--- src/rtl/pdf_pkg.sv ---
package pdf_pkg;

  typedef enum logic [1:0] {
    PD_RUN    = 2'd0,
    PD_CAPT   = 2'd1,
    PD_FROZEN = 2'd2,
    PD_WAKE   = 2'd3
  } pd_state_e;

  function automatic int unsigned max_u(input int unsigned a, input int unsigned b);
    return (a > b) ? a : b;
  endfunction

endpackage

--- src/rtl/pdf_rst_sync.sv ---
module pdf_rst_sync #(
  parameter int unsigned STAGES = 2
) (
  input  logic clk,
  input  logic arst_n,
  output logic srst_n
);

  logic [STAGES-1:0] sh_q;

  always_ff @(posedge clk or negedge arst_n) begin
    if (!arst_n) sh_q <= '0;
    else         sh_q <= {sh_q[STAGES-2:0], 1'b1};
  end

  assign srst_n = sh_q[STAGES-1];

endmodule

--- src/rtl/pdf_seq.sv ---
module pdf_seq
  import pdf_pkg::*;
#(
  parameter int unsigned CAPTURE_CYC = 3,
  parameter int unsigned RECOVER_CYC = 125
) (
  input  logic clk,
  input  logic rst_n,
  input  logic req_i,
  output logic freeze_o,
  output logic pd_active_o
);

  localparam int unsigned CNT_MAX = max_u(max_u(CAPTURE_CYC, RECOVER_CYC), 2);
  localparam int unsigned CW      = $clog2(CNT_MAX);
  localparam logic [CW-1:0] CAP_LD = CW'(CAPTURE_CYC - 1);
  localparam logic [CW-1:0] REC_LD = CW'(RECOVER_CYC - 1);

  pd_state_e     state_q, state_d;
  logic [CW-1:0] cnt_q, cnt_d;
  logic          act_q, act_d;
  logic          cnt_zero;

  assign cnt_zero = (cnt_q == '0);

  // next-state logic
  always_comb begin
    state_d = state_q;
    cnt_d   = cnt_q;
    unique case (state_q)
      PD_RUN: begin
        if (req_i) begin
          state_d = PD_CAPT;
          cnt_d   = CAP_LD;
        end
      end
      PD_CAPT: begin
        if (cnt_zero) begin
          if (req_i) begin
            state_d = PD_FROZEN;
          end else begin
            state_d = PD_WAKE;
            cnt_d   = REC_LD;
          end
        end else begin
          cnt_d = cnt_q - CW'(1);
        end
      end
      PD_FROZEN: begin
        if (!req_i) begin
          state_d = PD_WAKE;
          cnt_d   = REC_LD;
        end
      end
      PD_WAKE: begin
        if (req_i) begin
          state_d = PD_FROZEN;
        end else if (cnt_zero) begin
          state_d = PD_RUN;
        end else begin
          cnt_d = cnt_q - CW'(1);
        end
      end
      default: begin
        state_d = PD_RUN;
        cnt_d   = '0;
      end
    endcase
    act_d = (state_d != PD_RUN);
  end

  // registers
  always_ff @(posedge clk or negedge rst_n) begin
    if (!rst_n) begin
      state_q <= PD_RUN;
      cnt_q   <= '0;
      act_q   <= 1'b0;
    end else begin
      state_q <= state_d;
      cnt_q   <= cnt_d;
      act_q   <= act_d;
    end
  end

  assign freeze_o    = (state_q == PD_FROZEN) || (state_q == PD_WAKE);
  assign pd_active_o = act_q;

  // a request seen in normal operation raises the flag on the next edge
  p_entry_flag_r2: assert property (@(posedge clk) disable iff (!rst_n)
    (state_q == PD_RUN) && req_i |=> pd_active_o);

  // the freeze starts only at the end of the capture window
  p_window_end_r3: assert property (@(posedge clk) disable iff (!rst_n)
    $rose(freeze_o) |-> ($past(state_q) == PD_CAPT) && $past(cnt_zero));

  // the flag falls only after an expired recovery count with no request
  p_wake_done_r7: assert property (@(posedge clk) disable iff (!rst_n)
    $fell(pd_active_o) |-> ($past(state_q) == PD_WAKE) && $past(cnt_zero) && !$past(req_i));

  // a request during recovery goes back to the frozen state
  p_cancel_wake_r8: assert property (@(posedge clk) disable iff (!rst_n)
    (state_q == PD_WAKE) && req_i |=> (state_q == PD_FROZEN) && freeze_o);

endmodule

--- src/rtl/pdf_hold_bank.sv ---
module pdf_hold_bank #(
  parameter int unsigned W = 8
) (
  input  logic         clk,
  input  logic         rst_n,
  input  logic         freeze_i,
  input  logic [W-1:0] live_i,
  output logic [W-1:0] view_o
);

  logic [W-1:0] held_q;
  logic         cap_en;

  assign cap_en = ~freeze_i;

  always_ff @(posedge clk or negedge rst_n) begin
    if (!rst_n)      held_q <= '0;
    else if (cap_en) held_q <= live_i;
  end

  for (genvar i = 0; i < W; i++) begin : g_lane
    assign view_o[i] = freeze_i ? held_q[i] : live_i[i];
  end

endmodule

--- src/rtl/pd_freeze_ctrl.sv ---
module pd_freeze_ctrl #(
  parameter int unsigned N_REQ       = 2,
  parameter int unsigned N_IN        = 8,
  parameter int unsigned N_OUT       = 8,
  parameter int unsigned CAPTURE_CYC = 3,
  parameter int unsigned RECOVER_CYC = 125
) (
  input  logic             clk,
  input  logic             rst_n,
  input  logic             pd_feature_en,
  input  logic [N_REQ-1:0] pd_req,
  input  logic [N_IN-1:0]  pin_in,
  input  logic [N_OUT-1:0] core_out,
  input  logic [N_OUT-1:0] core_oe,
  output logic [N_IN-1:0]  core_in,
  output logic [N_OUT-1:0] pad_out,
  output logic [N_OUT-1:0] pad_oe,
  output logic             pd_active
);

  logic srst_n;
  logic req_now;
  logic freeze;

  // request pins are taken to be synchronous to clk
  assign req_now = pd_feature_en & (|pd_req);

  pdf_rst_sync #(.STAGES(2)) u_rst (
    .clk    (clk),
    .arst_n (rst_n),
    .srst_n (srst_n)
  );

  pdf_seq #(
    .CAPTURE_CYC (CAPTURE_CYC),
    .RECOVER_CYC (RECOVER_CYC)
  ) u_seq (
    .clk         (clk),
    .rst_n       (srst_n),
    .req_i       (req_now),
    .freeze_o    (freeze),
    .pd_active_o (pd_active)
  );

  pdf_hold_bank #(.W(N_IN)) u_pins (
    .clk (clk), .rst_n (srst_n), .freeze_i (freeze),
    .live_i (pin_in), .view_o (core_in)
  );

  pdf_hold_bank #(.W(N_OUT)) u_data (
    .clk (clk), .rst_n (srst_n), .freeze_i (freeze),
    .live_i (core_out), .view_o (pad_out)
  );

  pdf_hold_bank #(.W(N_OUT)) u_oe (
    .clk (clk), .rst_n (srst_n), .freeze_i (freeze),
    .live_i (core_oe), .view_o (pad_oe)
  );

  // with the feature off the flag never rises
  p_feature_off_r1: assert property (@(posedge clk) disable iff (!srst_n)
    !pd_feature_en && !pd_active |=> !pd_active);

  // pad data is steady across consecutive frozen cycles
  p_hold_data_r4: assert property (@(posedge clk) disable iff (!srst_n)
    freeze && $past(freeze) |-> $stable(pad_out));

  // pad enables are steady across consecutive frozen cycles
  p_hold_oe_r5: assert property (@(posedge clk) disable iff (!srst_n)
    freeze && $past(freeze) |-> $stable(pad_oe));

  // core inputs are steady across consecutive frozen cycles
  p_hold_pins_r6: assert property (@(posedge clk) disable iff (!srst_n)
    freeze && $past(freeze) |-> $stable(core_in));

  // a frozen block always reports itself as powered down
  p_flag_cover_r2: assert property (@(posedge clk) disable iff (!srst_n)
    freeze |-> pd_active);

endmodule

--- config.mk ---
export PLATFORM = sky130hd
export DESIGN_NAME = pd_freeze_ctrl
export DESIGN_NICKNAME = d
export VERILOG_FILES = /design/src/rtl/pdf_pkg.sv /design/src/rtl/pdf_rst_sync.sv /design/src/rtl/pdf_seq.sv /design/src/rtl/pdf_hold_bank.sv /design/src/rtl/pd_freeze_ctrl.sv
export SDC_FILE = /design/constraint.sdc
export NUM_CORES = 1
export LEC_CHECK = 0
export BUFFER_PORTS_ARGS = -buffer_cell sky130_fd_sc_hd__buf_4
export CAP_MARGIN = 10
export CORE_ASPECT_RATIO = 1.75
export CORE_MARGIN = 3
export CORE_UTILIZATION = 25
export CTS_CLUSTER_SIZE = 25
export DETAILED_ROUTE_END_ITERATION = 12
export PLACE_DENSITY = 0.47
export SETUP_SLACK_MARGIN = 0.5
export SLEW_MARGIN = 20
export SYNTH_ARGS = -nofsm -noshare
export SYNTH_HDL_FRONTEND = slang
export SYNTH_SLANG_ARGS = --single-unit
export TNS_END_PERCENT = 20
--- constraint.sdc ---
create_clock -name clk -period 1.27 [get_ports clk]
set_clock_uncertainty 0.15 [all_clocks]
set_input_delay 0.127 -clock clk [delete_from_list [all_inputs] [get_ports clk]]
set_output_delay 0.127 -clock clk [all_outputs]
set_load 0.005 [all_outputs]
==> reports/qor.yml <==
outcome:
  status: "complete, but fails checks"
  violations: "negative hold slack, negative setup slack"
sta:
  setup_tns_ns: -14.02
  setup_violations: 53
  hold_viol: 23
  period_share_pct: 139.0
  slew_viol_final: 0
  setup_ws_ns: -0.4958
  hold_slack_ns: -0.05755
  finalWorstPathRequiredPeriod_ns: 1.766
  max_freq_mhz: 566.3
  rsz0062_at_grt: "yes"
clock_network:
  clk_pin_slew_ns: 0.06
  cts_inserted_buffers: 5
  cts_tree: "done"
  cts_hold_buffers: 1
  cts-root-buf: "clkbuf_16"
  htree_levels: 2
  clkLatencyLatePin_ns: 0.28
  clock-sinks: 36
  clock_path_buffers: 2
placement:
  gp_congestion: 0.8371
  dp_cells: 299
  place_ws_ns: -0.5501
  port_buffers: 53
  dp_hpwl_um: 3545
  postPlaceCellArea_mm2: 0.002441
floorplanning:
  io_pins: 54
  start_util_pct: 26.13
  die_w_um: 68.73
  coreArea_mm2: 0.006588
  fp-row-count: 39
  die-height_um: 115.8
  fp.dieArea_mm2: 0.007958
synth:
  yosysSeqAreaShare_pct: 52.33
  post-synth-top-count-cell: "dfrtp_1"
  synth_edf_count: 0
  synth_top_area_cell: "dfrtp_1"
  synth_top_area_share_pct: 52.33
  synth_area_mm2: 0.001722
  synthDistinctLibCells: 41
  synth.net_count: 168
  synthFlopType: "dfrtp_1"
  synth_area_leaders: "dfrtp_1 52%, mux2_2 16%, buf_6 2.0%"
  synth.avg_cell_area_um2: 12.48
  ys_warn_count: 0
  syn_inst: 138
  synth_async_sr_flop_share_pct: 100.0
  ys_top_cells_by_count: "36 x dfrtp_1, 24 x mux2_2, 7 x nor2_1"
  ys_seq_elements: 36
final_layout:
  n_antenna_cell: 0
  fillCellCount: 644
  stdcell_area_mm2: 0.002938
  final_nets: 262
  synthToLayoutAreaGrowth_pct: 70.64
  drive_gt1_share_pct: 64.81
  instances_no_fill: 315
power_and_ir_drop:
  p_leak_uw: 0.001395
  vdd_drop_max_v: 0.001181
  p_per_area_mw_per_mm2: 2280
route:
  antenna_left: 0
  routedWlPerCell_um: 15.51
  firstDrtPassIters: 2
  vias: 1471
  drc: 0
  drt_iter0_markers: 24
  wl_um: 4885
  vias_per_cell: 4.670
global_routing:
  grt_overflow: 0
  grt_max_degree: 21
  grt_pass1_wl_um: 7755
  first_global_vias: 1607
  grt_use_total_pct: 13.32
  antenna_found_initial: 0
worst_setup_path:
  slowest_delay_ns: 0.59
  end_kind: "flip-flop"
  crit_required_ns: 1.31
  r2r_start: "u_seq.cnt_q[6]$_DFFE_PN0P_"
  path_cells: "or4_4 > o21ai_2 > o22ai_1 > a221oi_2"
  reg2reg_depth: 4
  crit_path_start_kind: "flip-flop"
  critPathKind: "reg2reg"
  cp_max_fo: 4
  r2r-end: "u_seq.cnt_q[1]$_DFFE_PN0P_"
  arrival_ns: 1.80
  r2r_slack_ns: -0.50
  cp_slowest_cell: "or4_4"
run:
  max-cap-violations: 0
worst_hold_path:
  hold_path_depth: 2
  hold_end: "u_oe.held_q[5]$_DFFE_PN0P_"
  hold_class: "in2reg"
  hold_start: "core_oe[5]"
-- layer usage --
| metal | vias to the layer above | wire length (µm) | global-route usage [%] |
|---|---|---|---|
| met1 | 726 | 1760 | 13.77 |
| met2 | 31 | 2820 | 24.12 |
| met5 | - | 0 | 0 |
| met3 | 9 | 183 | 3.201 |
| li1 | 705 | - | - |
| met4 | 0 | 120 | 6.380 |
-- final cells by class --
class                   instances  area [µm²]  share of cell area [%]
flip-flops and latches         36       904.6                   30.79
inverters                       4       15.01                  0.5111
repair buffers                 96       874.6                   29.77
clock buffers                   6       138.9                   4.727
multi-input cells              89       887.1                   30.20
clock inverters                 2       15.01                  0.5111
well taps                      82       102.6                   3.492
-- metrics by stage --
step / total power (µW) / util (%)
floorplan: 3297 / -
global placement: 4540 / 37.06
detailed placement: 4561 / 37.06
CTS: 6478 / 42.39
global route: 7120 / 44.60
finish: 6697 / 44.60
-- kinds of logic after synthesis --
kind of cell               after synthesis  synth area share [%]
other                                    1                0.2178
adders and majority gates                1                0.7266
AOI/OAI and AO/OA                       35                 15.70
DFF                                     36                 52.33
and+or+nand+nor                         28                 9.812
muxes                                   24                 15.70
buffers and inverters                   13                 5.523
-- repair_timing --
| item | 4_1_cts | 5_1_grt |
|---|---|---|
| buffers inserted | 3 | 3 |
| gates resized for setup | 46 | 25 |
| cloned | 0 | 1 |
| pin swaps | 2 | 6 |
| hold endpoints to repair | 26 | 23 |
| setup endpoints to repair | 59 | 59 |
-- worst max-delay path: cells and delay by family, from the launching register on --
kind             cells  cell delay (ns)
AND/OR/NAND/NOR      1             0.59
AO/OA/AOI/OAI        3             0.52
flip-flops           1             0.42
-- report_power, final --
| part | internal [µW] | switching [µW] |
|---|---|---|
| Sequential | 1660 | 288 |
| Combinational | 2240 | 1250 |
| Clock | 780 | 484 |
| Total | 4680 | 2020 |
-- how the worst max path moves through the flow --
stage	start	endpoint	slack, ns
detailed placement	u_seq.cnt_q[4]$_DFFE_PN0P_	u_seq.cnt_q[1]$_DFFE_PN0P_	-0.55
floorplan	u_seq.cnt_q[4]$_DFFE_PN0P_	u_seq.cnt_q[2]$_DFFE_PN0P_	-0.46
CTS	u_seq.cnt_q[6]$_DFFE_PN0P_	u_seq.cnt_q[1]$_DFFE_PN0P_	-0.49
global route	u_seq.cnt_q[6]$_DFFE_PN0P_	u_seq.cnt_q[1]$_DFFE_PN0P_	-0.55
finish	u_seq.cnt_q[6]$_DFFE_PN0P_	u_seq.cnt_q[1]$_DFFE_PN0P_	-0.50
global placement	u_seq.cnt_q[4]$_DFFE_PN0P_	u_seq.cnt_q[1]$_DFFE_PN0P_	-0.54
-- flip-flops by register name, indices dropped and copies added, names as in the netlist --
| register | count |
|---|---|
| u_data.held_q | 8 |
| u_oe.held_q | 8 |
| u_seq.cnt_q | 7 |
| u_pins.held_q | 8 |
| u_rst.sh_q | 2 |
| u_seq.state_q | 2 |
| u_seq.pd_active_o | 1 |
-- cells in the final DEF (no fill, tap or decap), types with 5 or more instances in the layout --
master	instances
mux2_4	24
nor3_1	5
clkbuf_16	6
buf_4	64
nor2_1	5
buf_6	27
dfrtp_1	33
No activity file was read; power rests on OpenSTA's default activity.
